$ cat config.mk
export PLATFORM = sky130hd
export DESIGN_NAME = tlb_maint_if
export DESIGN_NICKNAME = d
export VERILOG_FILES = /design/src/rtl/tlb_maint_pkg.sv /design/src/rtl/tlb_entry_store.sv /design/src/rtl/tlb_assoc_search.sv /design/src/rtl/tlb_maint_if.sv
export SDC_FILE = /design/constraint.sdc
export NUM_CORES = 2
export LEC_CHECK = 0
export ABC_AREA = 1
export CELL_PAD_IN_SITES_DETAIL_PLACEMENT = 1
export CELL_PAD_IN_SITES_GLOBAL_PLACEMENT = 1
export CORE_ASPECT_RATIO = 0.6
export CORE_MARGIN = 8
export CORE_UTILIZATION = 51
export CTS_CLUSTER_SIZE = 25
export DETAILED_ROUTE_END_ITERATION = 16
export GPL_TIMING_DRIVEN = 1
export PLACE_DENSITY = 0.86
export SKIP_CTS_REPAIR_TIMING = 1
export SLEW_MARGIN = 20
export SYNTH_ARGS = -nofsm -noshare
export SYNTH_HDL_FRONTEND = slang
export SYNTH_SLANG_ARGS = --single-unit
$ cat constraint.sdc
create_clock -name clk -period 5.38 [get_ports clk]
set_input_delay 1.076 -clock clk [delete_from_list [all_inputs] [get_ports clk]]
set_output_delay 1.076 -clock clk [all_outputs]
set_load 0.01 [all_outputs]
$ cat src/rtl/tlb_maint_pkg.sv
package tlb_maint_pkg;

    typedef enum logic [2:0] {
        RS_INDEX  = 3'd0,
        RS_TAG    = 3'd1,
        RS_DATA   = 3'd2,
        RS_PID    = 3'd3,
        RS_ZONE   = 3'd4,
        RS_SEARCH = 3'd5
    } reg_sel_e;

    localparam logic [31:0] PAGE_NUM_MASK = 32'hFFFF_FC00;
    localparam logic [31:0] MISS_FLAG     = 32'h8000_0000;

    typedef struct packed {
        logic       hit;
        logic [7:0] idx;
    } search_res_t;

    // Address bits covered by a page of the given size code: 1 KiB * 4^code.
    function automatic logic [31:0] span_keep_mask(input logic [2:0] code);
        return ~((32'd1024 << {code, 1'b0}) - 32'd1);
    endfunction

    // Two-bit zone field for a zone number; out-of-range zones act as 01.
    function automatic logic [1:0] zone_field(input logic [31:0] zone_word,
                                              input logic [3:0]  zsel,
                                              input int          nzones);
        int sh;
        if (int'(zsel) >= nzones) return 2'b01;
        sh = 30 - 2 * int'(zsel);
        return zone_word[sh +: 2];
    endfunction

endpackage

$ cat src/rtl/tlb_entry_store.sv
module tlb_entry_store #(
    parameter  int ENTRIES = 16,
    localparam int IW      = $clog2(ENTRIES)
) (
    input  logic          clk,
    input  logic          rst,
    input  logic          we_tag,
    input  logic          we_lo,
    input  logic          we_hi,
    input  logic [IW-1:0] widx,
    input  logic [31:0]   wdata,
    input  logic [7:0]    tid_in,
    output logic [31:0]   tag_q [ENTRIES],
    output logic [31:0]   lo_q  [ENTRIES],
    output logic [31:0]   hi_q  [ENTRIES],
    output logic [7:0]    tid_q [ENTRIES]
);

    for (genvar e = 0; e < ENTRIES; e++) begin : g_entry
        logic sel;
        assign sel = (widx == IW'(e));

        always_ff @(posedge clk) begin
            if (rst) begin
                tag_q[e] <= '0;
                lo_q[e]  <= '0;
                hi_q[e]  <= '0;
                tid_q[e] <= '0;
            end else if (sel) begin
                if (we_tag) begin
                    tag_q[e] <= wdata;
                    tid_q[e] <= tid_in;
                end
                if (we_lo) lo_q[e] <= wdata;
                if (we_hi) hi_q[e] <= wdata;
            end
        end
    end

endmodule

$ cat src/rtl/tlb_assoc_search.sv
module tlb_assoc_search
    import tlb_maint_pkg::*;
#(
    parameter int ENTRIES = 16,
    parameter int ZONES   = 16
) (
    input  logic [31:0]  tag_q [ENTRIES],
    input  logic [3:0]   zsel  [ENTRIES],
    input  logic [7:0]   tid_q [ENTRIES],
    input  logic [7:0]   pid8,
    input  logic [31:0]  zone_word,
    input  logic         user,
    input  logic [31:0]  addr,
    output search_res_t  res
);

    logic [ENTRIES-1:0] hit_vec;

    for (genvar e = 0; e < ENTRIES; e++) begin : g_cmp
        logic [31:0] keep;
        logic        addr_ok, tid_ok, zone_ok;
        assign keep    = span_keep_mask(tag_q[e][3:1]) & PAGE_NUM_MASK;
        assign addr_ok = (((addr ^ tag_q[e]) & keep) == '0);
        assign tid_ok  = (tid_q[e] == 8'd0) || (tid_q[e] == pid8);
        assign zone_ok = !(user && (zone_field(zone_word, zsel[e], ZONES) == 2'b00));
        assign hit_vec[e] = tag_q[e][0] && addr_ok && tid_ok && zone_ok;
    end

    // Lowest-numbered matching entry wins.
    always_comb begin
        res = '0;
        for (int e = ENTRIES - 1; e >= 0; e--) begin
            if (hit_vec[e]) begin
                res.hit = 1'b1;
                res.idx = 8'(e);
            end
        end
    end

endmodule

$ cat src/rtl/tlb_maint_if.sv
module tlb_maint_if
    import tlb_maint_pkg::*;
#(
    parameter  int ENTRIES = 16,
    parameter  int ZONES   = 16,
    localparam int IW      = $clog2(ENTRIES)
) (
    input  logic        clk,
    input  logic        rst,
    input  logic [1:0]  cfg_mode,
    input  logic [1:0]  cfg_access,
    input  logic        user_mode,
    input  logic [2:0]  reg_sel,
    input  logic        rd_en,
    input  logic        wr_en,
    input  logic        ext,
    input  logic [31:0] wdata,
    output logic [31:0] rdata,
    output logic        busy,
    output logic        reg_err
);

    logic [31:0] idx_q, pid_q, zone_q, srch_addr_q;
    logic        busy_q, err_q, srch_user_q;

    logic [31:0] tag_q [ENTRIES];
    logic [31:0] lo_q  [ENTRIES];
    logic [31:0] hi_q  [ENTRIES];
    logic [7:0]  tid_q [ENTRIES];
    logic [3:0]  zsel  [ENTRIES];

    reg_sel_e    rsel;
    logic        active, ext_ok, rd_perm, wr_priv, undefined_sel;
    logic        wr_go, rd_go;
    logic [IW-1:0] cur;
    search_res_t sres;

    assign rsel          = reg_sel_e'(reg_sel);
    assign active        = (cfg_mode >= 2'd2) && (cfg_access != 2'd0);
    assign ext_ok        = !ext || (rsel == RS_DATA);
    assign rd_perm       = cfg_access[0];
    assign wr_priv       = (cfg_access >= 2'd2);
    assign undefined_sel = (reg_sel >= 3'd6);
    assign wr_go         = wr_en && active && ext_ok && !busy_q;
    assign rd_go         = rd_en && active && ext_ok;
    assign cur           = idx_q[IW-1:0];

    for (genvar e = 0; e < ENTRIES; e++) begin : g_zsel
        assign zsel[e] = lo_q[e][3:0];
    end

    tlb_entry_store #(.ENTRIES(ENTRIES)) u_store (
        .clk    (clk),
        .rst    (rst),
        .we_tag (wr_go && rsel == RS_TAG),
        .we_lo  (wr_go && rsel == RS_DATA && !ext),
        .we_hi  (wr_go && rsel == RS_DATA && ext),
        .widx   (cur),
        .wdata  (wdata),
        .tid_in (pid_q[7:0]),
        .tag_q  (tag_q),
        .lo_q   (lo_q),
        .hi_q   (hi_q),
        .tid_q  (tid_q)
    );

    tlb_assoc_search #(.ENTRIES(ENTRIES), .ZONES(ZONES)) u_search (
        .tag_q     (tag_q),
        .zsel      (zsel),
        .tid_q     (tid_q),
        .pid8      (pid_q[7:0]),
        .zone_word (zone_q),
        .user      (srch_user_q),
        .addr      (srch_addr_q),
        .res       (sres)
    );

    always_comb begin
        rdata = '0;
        if (rd_go) begin
            unique case (rsel)
                RS_INDEX: rdata = idx_q;
                RS_TAG:   rdata = rd_perm ? tag_q[cur] : '0;
                RS_DATA:  rdata = rd_perm ? (ext ? hi_q[cur] : lo_q[cur]) : '0;
                RS_PID:   rdata = rd_perm ? pid_q : '0;
                RS_ZONE:  rdata = rd_perm ? zone_q : '0;
                default:  rdata = '0;
            endcase
        end
    end

    always_ff @(posedge clk) begin
        if (rst) begin
            idx_q       <= '0;
            pid_q       <= '0;
            zone_q      <= '0;
            srch_addr_q <= '0;
            srch_user_q <= 1'b0;
            busy_q      <= 1'b0;
            err_q       <= 1'b0;
        end else begin
            err_q <= (rd_en || wr_en) && undefined_sel;
            if (busy_q) begin
                busy_q <= 1'b0;
                idx_q  <= sres.hit ? 32'(sres.idx) : (idx_q | MISS_FLAG);
            end else begin
                if (rd_go && rd_perm && rsel == RS_TAG)
                    pid_q <= 32'(tid_q[cur]);
                if (wr_go) begin
                    unique case (rsel)
                        RS_INDEX: idx_q[30:0] <= wdata[30:0];
                        RS_PID:    if (wr_priv) pid_q  <= wdata;
                        RS_ZONE:   if (wr_priv) zone_q <= wdata;
                        RS_SEARCH: if (wr_priv) begin
                            busy_q      <= 1'b1;
                            srch_addr_q <= wdata & PAGE_NUM_MASK;
                            srch_user_q <= user_mode;
                        end
                        default: ;
                    endcase
                end
            end
        end
    end

    assign busy    = busy_q;
    assign reg_err = err_q;

endmodule

==> run summary <==
The run finished, with violations left. The final reports fail on design-rule violations, negative setup slack. The synthesized-area fraction occupied by and/or/nand/nor cells came out at 12.45%.

The synthesized cell area is 0.08255 mm². The count of buffers from port buffering is 77. The initial antenna violation count came to 24. The sequential-to-total area share from yosys stat came out at about 43%.

The leakage power came out at roughly 34 nW. For this run, the slowest stage of the critical path takes 0.58 ns. The highest clock frequency the design can meet came out at 179.8 MHz. The number of clock buffers added by TritonCTS is 179. For the worst setup path, the data arrival time is 4.49 ns. Setup repair after global routing could not meet its margin everywhere. The post-synth net total came out at 11090. Once detail routing completed, the nets flagged for antenna violations numbered 0.

The largest driver fanout on the critical path is 31. The number of endpoints with negative hold slack in the final report is 0. The global-route wire length before repair came out at around 590000 µm.

After detailed routing, the number of vias per cell comes to between 7 and 8. The worst hold path passes through 2 cells. Headroom to the max-slew limit came out at ~16%. The die area came out at 0.1754 mm². The clock latency on the worst-skew pair is roughly 0.9 ns.

The number of enable flip-flop cells after synthesis came out at 0. Dividing the detail-routed wire length by the instance count gives 31.79 µm. The DRC violation count after routing is 2. The maximum number of pins on one net before global-route repair is between 200 and 250.

The actual slew at the worst max-slew pin is 1.264 ns. The overall overflow remaining after global route is 0. The cell sitting at the root of the clock tree is a sky130_fd_sc_hd__clkbuf_16.

The share of layout cells above drive strength 1 is 9.691%. Between clock sinks in the finished design, the worst skew comes to around 0.061 ns. The final sum of negative setup slack came out at -1.323 ns. The TritonCTS clock tree is yes. The number of warnings printed during yosys synthesis is 0. By count the netlist is led by sky130_fd_sc_hd__o21ai_0, sky130_fd_sc_hd__a21oi_1, sky130_fd_sc_hd__dfxtp_1, sky130_fd_sc_hd__nand2_1, sky130_fd_sc_hd__nor2_1. The total of flip-flops plus latches after synthesis came out at 1785.

The clock-pin transition on the worst setup and hold timing paths came out at 0.07 ns. The compound-cell area share of the yosys netlist came out at 33.13%. The number of levels in the clock H-tree is 4. The signal on the critical path passes through clkinvlp_4, nor2_4, buf_12, buf_12, buf_16, a22oi_1, a21oi_1, nor4_4, nor2_1, a21oi_1, o211ai_1, nand2_1, a21oi_1, clkdlybuf4s50_1. Setup violations remaining at the end of the flow were counted as 17. The total power per unit cell area is 296.1 mW/mm². The share of synthesized area in the top cell type comes to 43.29%. The area growth from synthesis to layout is 13.52%. The number of DRC markers after the initial detailed-route iteration is 14890. The number of unique standard cell types used by synthesis is 62. The via count of the first global-routing pass came out at 88300.

Averaged over all synthesized cells, the footprint is 7.471 µm². The routability-driven placement congestion ratio is ~1.0. For this block, the routed nets add up to 411900 µm of wire. The starting density of the core came out at 51.30%. Among the stages of the critical path, the cell type that occurs most often is sky130_fd_sc_hd__a21oi_1. By startpoint and endpoint, the worst setup path is classified as reg2out. The post-synthesis mux area share came out at 0%.

The placeable core region came out at roughly 0.16 mm². The smallest setup slack after layout came out at -0.1814 ns. The worst setup path is launched from a flip-flop. The routed layout has between 90000 and 100k vias. The flip-flop cell with the highest count after synthesis is sky130_fd_sc_hd__dfxtp_1. The post-synthesis share of cell area spent on xor and xnor gates is 3.353%. The die boundary height came out at 327.6 µm. The area of all placed cells without fillers came out at 0.09371 mm². The number of cells on the worst reg-to-reg path came out at 17. STA puts the critical path data required time at 4.30 ns. Among all cell types in the netlist, the one instantiated most often is sky130_fd_sc_hd__o21ai_0.

The share of flip-flops with an asynchronous set or reset after synthesis came out at 0%. The total half-perimeter wirelength after legalization and detailed placement is 267600 µm. Summed over all instances, the cell type with the most area after synthesis is sky130_fd_sc_hd__dfxtp_1.

The number of clock sinks seen by CTS came out at ~1800. After synthesis, the largest family of logic cells by area is compound AO/OA/AOI/OAI gates. The type of the most critical hold path is reg2reg. STA classifies the critical path endpoint as an output pin. The first-pass iteration count of the detailed router is 13. The die width came out at 535.4 µm.

Once placement finished, the instance area stood at 0.08629 mm². The number of nets in the final layout is 10710. The routed design could run at a clock period as short as 5.561 ns. The worst voltage drop across the vdd grid is 0.2855 mV. Among all stages on the critical path, the largest delay is contributed by sky130_fd_sc_hd__nor4_4. Counting every instance in the synthesized netlist gives approximately 11000.

The global-route usage over all layers came out at 43.62%. The reported max-cap violation count is 0. The largest buffer count on any clock path is 4.

The total chip power came out at around 0.028 W. The final clock period utilization by the worst path came out at 103.4%. Sorting the synthesized cells by area gives the leading types as sky130_fd_sc_hd__dfxtp_1, sky130_fd_sc_hd__o21ai_0, sky130_fd_sc_hd__a21oi_1. The final count of pins violating max slew is 0.

The adder and majority gate portion of the synthesized area is 0%. The number of top-level pins came out at 79. The standard-cell row count is 114.
[layout make-up]
class / instances / area (µm²)
Fill cell: 19490 / 67190
Tap cell: 2146 / 2685
Multi-Input combinational cell: 7693 / 41640
Inverter: 459 / 1802
Clock buffer: 262 / 5298
Timing Repair Buffer: 542 / 5828
Antenna cell: 16 / 40.04
Clock inverter: 51 / 668.1
Timing Repair inverter: 1 / 11.26
Sequential cell: 1785 / 35740
[metrics by stage]
stage	std cells	hold WS [ns]	util [%]	setup slack [ns]
finish	12960	0.4723	58.24	-0.1814
global route	12940	0.4820	58.22	-0.1713
CTS	12910	0.4677	57.34	-0.8734
detailed placement	12600	0.4582	53.63	-0.2094
global placement	12600	0.4488	53.63	-0.2264
floorplan	11050	0.4390	-	2.013
[critical path: cells and delay by family (launching register included)]
| kind | cells | cell delay (ns) |
|---|---|---|
| and+or+nand+nor | 4 | 0.90 |
| AOI/OAI and AO/OA | 5 | 1.13 |
| DFF | 1 | 0.39 |
| buffers and inverters | 5 | 1.17 |
[worst paths after layout]
check                 start   endpoint  slack [ns]
setup / recovery   idx_q[0]  rdata[13]       -0.18
hold / removal    idx_q[29]  idx_q[29]        0.47
setup reg to reg  zone_q[1]   idx_q[9]        0.37
hold reg to reg   idx_q[29]  idx_q[29]        0.47
[state kept, by name (all words and copies together), names as in the netlist]
name,cells
idx_q,32
srch_user_q,1
u_store.tid_q,128
zone_q,32
pid_q,32
busy,1
u_store.lo_q,512
reg_err,1
u_store.tag_q,512
srch_addr_q,22
u_store.hi_q,512
[power breakdown]
group / internal, W / leakage (nW) / total (W) / switching [W]
Clock: 0.00753 / 2.93 / 0.0133 / 0.00578
Sequential: 0.0132 / 14.4 / 0.0132 / 0.0000176
Combinational: 0.000249 / 17.0 / 0.00119 / 0.000945
[layout by cell type, fill, tap and decap left out, drive strengths merged, types with 9 or more instances in the layout]
cell	instances
nor3	50
o21ai	2009
xor2	108
clkinv	37
a221oi	19
nand3b	9
or2	19
o221ai	43
diode	16
nand3	202
o211ai	25
xnor2	208
nand2	1024
bufinv	15
o22ai	92
clkdlybuf4s50	61
nor3b	15
o2111ai	13
dfxtp	1785
nor4	124
a31oi	53
nor2	901
a22oi	707
buf	465
o41ai	10
clkbuf	270
inv	451
a21oi	1906
nand4	78
a41oi	15
[cells by family after synthesis]
kind of cell,after synthesis
AO/OA/AOI/OAI,4943
AND/OR/NAND/NOR,2434
flip-flops,1785
buffers and inverters,1571
XOR/XNOR,316
[routing by layer]
| metal | GRT usage, % | share of wire, % |
|---|---|---|
| met4 | 19.52 | 4.8 |
| met3 | 19.50 | 16 |
| met5 | 0 | 0.014 |
| met1 | 59.09 | 39 |
| met2 | 59.14 | 39 |
(Power assumes the default switching activity.)
